**config.mk**
```make
export PLATFORM = sky130hd
export DESIGN_NAME = bsw_addr_xlate
export DESIGN_NICKNAME = d
export VERILOG_FILES = /design/src/rtl/bsw_pkg.sv /design/src/rtl/bsw_reg_decode.sv /design/src/rtl/bsw_offset_table.sv /design/src/rtl/bsw_inval_gen.sv /design/src/rtl/bsw_addr_xlate.sv
export SDC_FILE = /design/constraint.sdc
export NUM_CORES = 1
export LEC_CHECK = 0
export CAP_MARGIN = 20
export CORE_AREA = 2 2 234 236
export CTS_CLUSTER_DIAMETER = 30
export DETAILED_ROUTE_END_ITERATION = 12
export DIE_AREA = 0 0 236 238
export SLEW_MARGIN = 20
export SYNTH_ARGS = -nofsm -noshare
export SYNTH_HDL_FRONTEND = slang
export SYNTH_SLANG_ARGS = --single-unit
export TNS_END_PERCENT = 20
```
**constraint.sdc**
```tcl
create_clock -name clk -period 12.1 [get_ports clk]
set_input_delay 2.42 -clock clk [delete_from_list [all_inputs] [get_ports clk]]
set_output_delay 2.42 -clock clk [all_outputs]
set_load 0.05 [all_outputs]
```
**src/rtl/bsw_pkg.sv**
```systemverilog
package bsw_pkg;
    localparam int ADDR_W     = 16;
    localparam int IDX_W      = 5;
    localparam int SEL_W      = 8;
    localparam int PAGE_LSB   = 8;
    localparam int REGION_LSB = ADDR_W - IDX_W;
    localparam int NREG       = 1 << IDX_W;
    localparam int NPAGE      = 1 << (ADDR_W - PAGE_LSB);

    typedef logic [ADDR_W-1:0] addr_t;

    typedef struct packed {
        logic  fire;
        addr_t lo;
        addr_t hi;
    } inval_t;
endpackage

```
**src/rtl/bsw_reg_decode.sv**
```systemverilog
module bsw_reg_decode
    import bsw_pkg::*;
(
    input  logic                 wr_en_i,
    input  logic [IDX_W-1:0]     wr_idx_i,
    input  logic [SEL_W-1:0]     wr_sel_i,
    input  logic [NPAGE-1:0]     swap_ok_i,
    input  logic [NPAGE-1:0]     rd_ok_i,
    input  logic                 cache_en_i,
    output addr_t                tgt_o,
    output logic [IDX_W-1:0]     slot_o,
    output addr_t                entry_o,
    output logic                 accept_o,
    output logic                 want_inval_o
);
    localparam addr_t SUB_MASK = addr_t'(((1 << REGION_LSB) - 1) ^ ((1 << PAGE_LSB) - 1));

    addr_t                      tgt;
    logic [ADDR_W-PAGE_LSB-1:0] page;

    always_comb begin
        tgt                          = '0;
        tgt[ADDR_W-1 -: IDX_W-1]     = wr_idx_i[IDX_W-2:0];
        tgt[REGION_LSB]              = wr_idx_i[IDX_W-1];
        page                         = tgt[ADDR_W-1:PAGE_LSB];
        tgt_o                        = tgt;
        slot_o                       = tgt[ADDR_W-1:REGION_LSB];
        entry_o                      = (addr_t'(wr_sel_i) << PAGE_LSB) - (tgt & ~SUB_MASK);
        accept_o                     = wr_en_i && swap_ok_i[page];
        want_inval_o                 = cache_en_i && rd_ok_i[page];
    end
endmodule

```
**src/rtl/bsw_offset_table.sv**
```systemverilog
module bsw_offset_table
    import bsw_pkg::*;
(
    input  logic             clk,
    input  logic             rst_n,
    input  logic             accept_i,
    input  logic [IDX_W-1:0] slot_i,
    input  addr_t            entry_i,
    input  logic [IDX_W-1:0] look_i,
    output addr_t            ofs_o
);
    typedef struct packed {
        logic [NREG-1:0][ADDR_W-1:0] ofs;
    } tbl_st_t;

    tbl_st_t st_d, st_q;

    always_comb begin
        st_d = st_q;
        if (accept_i) begin
            st_d.ofs[slot_i] = entry_i;
        end
    end

    always_ff @(posedge clk) begin
        if (!rst_n) st_q <= '0;
        else        st_q <= st_d;
    end

    assign ofs_o = st_q.ofs[look_i];

    p_write_lands_r4: assert property (@(posedge clk) disable iff (!rst_n)
        accept_i |=> st_q.ofs[$past(slot_i)] == $past(entry_i));

    p_drop_keeps_r5: assert property (@(posedge clk) disable iff (!rst_n)
        !accept_i |=> $stable(st_q));
endmodule

```
**src/rtl/bsw_inval_gen.sv**
```systemverilog
module bsw_inval_gen
    import bsw_pkg::*;
(
    input  logic   clk,
    input  logic   rst_n,
    input  logic   fire_req_i,
    input  addr_t  tgt_i,
    output inval_t inval_o
);
    localparam addr_t SPAN = addr_t'((1 << PAGE_LSB) - 1);

    inval_t inv_d, inv_q;

    always_comb begin
        inv_d      = '0;
        inv_d.fire = fire_req_i;
        if (fire_req_i) begin
            inv_d.lo = tgt_i;
            inv_d.hi = tgt_i | SPAN;
        end
    end

    always_ff @(posedge clk) begin
        if (!rst_n) inv_q <= '0;
        else        inv_q <= inv_d;
    end

    assign inval_o = inv_q;

    p_pulse_cause_r8: assert property (@(posedge clk) disable iff (!rst_n)
        inv_q.fire |-> $past(fire_req_i));

    p_span_shape_r8: assert property (@(posedge clk) disable iff (!rst_n)
        inv_q.fire |-> (inv_q.hi[ADDR_W-1:PAGE_LSB] == inv_q.lo[ADDR_W-1:PAGE_LSB])
                       && (&inv_q.hi[PAGE_LSB-1:0]));

    p_region_aligned_r3: assert property (@(posedge clk) disable iff (!rst_n)
        inv_q.fire |-> inv_q.lo[REGION_LSB-1:0] == '0);
endmodule

```
**src/rtl/bsw_addr_xlate.sv**
```systemverilog
module bsw_addr_xlate
    import bsw_pkg::*;
(
    input  logic                 clk,
    input  logic                 rst_n,
    input  logic [ADDR_W-1:0]    cpu_addr,
    output logic [ADDR_W-1:0]    phys_addr,
    input  logic                 wr_en,
    input  logic [IDX_W-1:0]     wr_idx,
    input  logic [SEL_W-1:0]     wr_sel,
    input  logic [NPAGE-1:0]     swap_ok,
    input  logic [NPAGE-1:0]     rd_ok,
    input  logic                 cache_en,
    output logic [ADDR_W-1:0]    reg_rd_data,
    output logic                 inval_valid,
    output logic [ADDR_W-1:0]    inval_lo,
    output logic [ADDR_W-1:0]    inval_hi
);
    addr_t            tgt, entry, ofs;
    logic [IDX_W-1:0] slot;
    logic             accept, want_inval;
    inval_t           inv;

    bsw_reg_decode u_dec (
        .wr_en_i      (wr_en),
        .wr_idx_i     (wr_idx),
        .wr_sel_i     (wr_sel),
        .swap_ok_i    (swap_ok),
        .rd_ok_i      (rd_ok),
        .cache_en_i   (cache_en),
        .tgt_o        (tgt),
        .slot_o       (slot),
        .entry_o      (entry),
        .accept_o     (accept),
        .want_inval_o (want_inval)
    );

    bsw_offset_table u_tbl (
        .clk      (clk),
        .rst_n    (rst_n),
        .accept_i (accept),
        .slot_i   (slot),
        .entry_i  (entry),
        .look_i   (cpu_addr[ADDR_W-1:REGION_LSB]),
        .ofs_o    (ofs)
    );

    bsw_inval_gen u_inv (
        .clk        (clk),
        .rst_n      (rst_n),
        .fire_req_i (accept && want_inval),
        .tgt_i      (tgt),
        .inval_o    (inv)
    );

    assign phys_addr   = cpu_addr + ofs;
    assign reg_rd_data = '1;
    assign inval_valid = inv.fire;
    assign inval_lo    = inv.lo;
    assign inval_hi    = inv.hi;

    p_no_inval_when_cold_r9: assert property (@(posedge clk) disable iff (!rst_n)
        (wr_en && !cache_en) |=> !inval_valid);
endmodule

```
==> results.sh <==
export IMPL_outcome="completed"
export IMPL_cp_depth=13
export IMPL_num_io_pins=610
export IMPL_drive_above_1_share_pct=17.57
export IMPL_tns_ps=0
export IMPL_endpoint="phys_addr[15]"
export IMPL_first_global_vias=9311
export IMPL_ys_types=44
export IMPL_synth_common_cells="mux2i_1, nand2_1, dfxtp_1"
export IMPL_yosysTopAreaCell="dfxtp_1"
export IMPL_critPathKind="input pin to output port"
export IMPL_synth_edf_count=0
export IMPL_clock_latency_ps=540
export IMPL_grt_max_degree=109
export IMPL_cts_sinks=262
export IMPL_drv_slew=0
export IMPL_synth_ff_type="dfxtp_1"
export IMPL_syn2layout_area_growth_pct=22.54
export IMPL_final_nets=1811
export IMPL_final_cell_count_no_fill=1982
export IMPL_powerDensity_mw_per_mm2=143.0
export IMPL_cts_tree="yes"
export IMPL_r2r_start="u_tbl.st_q[26]$_SDFFE_PN0P_"
export IMPL_min_from="u_tbl.st_q[282]$_SDFFE_PN0P_"
export IMPL_cp_top_family="buffers and inverters"
export IMPL_drt_iter0_markers=416
export IMPL_io_buffer_count=115
export IMPL_post_cts_buffers=0
export IMPL_dp_cells=1904
export IMPL_min_delay_path_class="flip-flop to flip-flop"
export IMPL_antenna_found_initial=0
export IMPL_regArea_mm2=0.005245
export IMPL_syn_cell_area_mm2=0.01326
export IMPL_die_w_um=236
export IMPL_multi_input_area_mm2=0.007272
export IMPL_cts_buffers=43
export IMPL_p_leak_uw=0.006124
export IMPL_vias=8916
export IMPL_ys_seq_area_share_pct=39.56
export IMPL_cp_start_kind="input pin"
export IMPL_avgSynthCellArea_um2=11.22
export IMPL_core_rowCount=85
export IMPL_drtPass1Iterations=4
export IMPL_cts_hold_buf=0
export IMPL_synth_area_leaders="dfxtp_1, mux2i_1, mux4_2"
export IMPL_avgRoutedWirePerCell_um=17.23
export IMPL_drv_cap=0
export IMPL_grt_overflow=0
export IMPL_rsz0062_at_grt="no"
export IMPL_ys_async_sr_fraction_pct=0
export IMPL_relSlewSlack_pct=34.15
export IMPL_yosysMostFrequentCell="mux2i_1"
export IMPL_cpMaxStageDelayCell="clkdlybuf4s50_1"
export IMPL_cp_end_kind="output port"
export IMPL_crit_path_max_fanout=40
export IMPL_cts_max_level=2
export IMPL_globalplace_congestion=0.7518
export IMPL_die_h_um=238
export IMPL_fin_crit_sh_pct=77.81
export IMPL_clockBufferDepth=3
export IMPL_cp_data_arrival_time_ps=6990
export IMPL_fill_cells=5449
export IMPL_grt_pass1_wl_mm=53.41
export IMPL_core_area_mm2=0.05350
export IMPL_hpwl_mm=22.44
export IMPL_worstPathBufferInverterCount=4
export IMPL_vias_per_cell=4.498
export IMPL_setup_violations=0
export IMPL_yosysTopAreaCellShare_pct=39.56
export IMPL_reg2reg_slack_ps=11430
export IMPL_die_area_mm2=0.05617
export IMPL_tightest_slew_ps=987.7
export IMPL_start_util_pct=24.78
export IMPL_ys_warn_count=0
export IMPL_cts_resized=0
export IMPL_diodes=0
export IMPL_synthCells=1182
export IMPL_drc=0
export IMPL_wl_mm=34.15
export IMPL_antenna_left=0
export IMPL_ir_drop_mv=0.07255
export IMPL_grtUsageTotal_pct=12.08
export IMPL_critPathLaunch="cpu_addr[11]"
export IMPL_finalHoldViolCount=0
export IMPL_r2r_end="u_tbl.st_q[26]$_SDFFE_PN0P_"
export IMPL_clock_skew_ps=0
export IMPL_reg2reg_depth=2
export IMPL_min_period_ps=9415
export IMPL_crit_chain="buf_4, buf_4, mux4_2, mux4_2, mux2i_1, inv_1, ha_1, a21o_1, a21oi_1, o21ai_0, o41ai_1, xnor2_1, clkdlybuf4s50_1"
export IMPL_clk_pin_slew_ps=50
export IMPL_cts_root_buf="clkbuf_16"
export IMPL_max_freq_mhz=106.2
export IMPL_worstPathRequired_ps=9680
export IMPL_critPathMaxStageDelay_ps=850
export IMPL_ys_ff_latch=262
## placed cells by master (no fill, tap or decap), types with 2 or more instances in the layout
cell type and n:
a2111oi_0 2, a211oi_1 3, a21o_1 4, a21oi_1 4, a32oi_1 2, buf_4 23
bufinv_16 6, clkbuf_1 4, clkbuf_16 43, clkbuf_8 5, clkdlybuf4s50_1 112, clkinv_2 8
clkinv_4 4, clkinv_8 2, clkinvlp_4 6, conb_1 30, dfxtp_1 262, fa_1 2
ha_1 11, inv_1 15, mux2_2 8, mux2i_1 280, mux4_2 81, nand2_1 268
nand2b_1 5, nand3b_4 3, nor2_1 6, nor2_8 32, nor2b_1 3, nor3_1 4
nor3b_1 2, nor4_1 2, o2111ai_1 2, o21ai_0 3, o221ai_1 2, o22ai_1 9
or3_1 3, or3b_1 3, or4b_1 2, xnor2_1 9
## per-stage QoR
step                util, %  cell area (um^2)  hold slack [ps]  worst slack [ps]  power, uW
CTS                   30.37             16250            454.6              2620       2348
detailed placement    27.58             14750            445.3              2633       1098
global placement      27.57             14750            438.7              2633       1095
global route          30.37             16250            467.9              2352       2395
floorplan                 -             13360            430.2              3613       1043
finish                30.37             16250            451.9              2685       2324
## worst min-delay path, delay by kind of cell (launching register included)
| kind | cells | cell delay, ps |
|---|---|---|
| muxes | 1 | 50 |
| and+or+nand+nor | 1 | 50 |
| DFF | 1 | 300 |
## routing by layer
| layer | vias to the layer above | GRT usage, % | part of all wire, % |
|---|---|---|---|
| li1 | 4219 | - | - |
| met1 | 4429 | 14.84 | 44 |
| met2 | 214 | 21.11 | 48 |
| met3 | 54 | 2.221 | 5.0 |
| met4 | 0 | 4.323 | 3.0 |
| met5 | - | 0 | 0 |
## report_power, final
part / leakage, uW / internal, uW / switching [uW]
registers: 0.00211 / 868 / 2.20
logic: 0.00330 / 72.5 / 135
clock network: 0.000718 / 813 / 433
## how the worst min path moves through the flow
stage	to	cells after the start
floorplan	u_tbl.st_q[31]$_SDFFE_PN0P_	2
global placement	u_tbl.st_q[27]$_SDFFE_PN0P_	2
detailed placement	u_tbl.st_q[379]$_SDFFE_PN0P_	2
CTS	u_tbl.st_q[232]$_SDFFE_PN0P_	2
global route	u_tbl.st_q[332]$_SDFFE_PN0P_	2
finish	u_tbl.st_q[282]$_SDFFE_PN0P_	2
## kinds of logic (layout without fill, tap and decap cells)
logic type	after synthesis	count (layout)	share of synthesized area (%)
buf+inv	154	230	6.399
other cells	2	30	0.05665
mux	369	369	35.58
compound gates	33	33	1.774
simple gates	339	339	14.63
xor+xnor	10	10	0.6607
flops	262	262	39.56
fa+ha+maj	13	13	1.340
## sequential cells by signal, indices dropped and copies added (netlist names)
register       cells
u_tbl.st_q       256
u_inv.inval_o      6
## layout make-up
| type | count | share of cell area (%) |
|---|---|---|
| Multi-Input combinational cell | 794 | 44.76 |
| Sequential cell | 262 | 32.29 |
| Timing Repair Buffer | 136 | 8.033 |
| Clock buffer | 52 | 7.140 |
| Tap cell | 696 | 5.360 |
| Clock inverter | 26 | 2.049 |
| Inverter | 16 | 0.3697 |
Note: power is estimated with default switching activity, not from simulation.
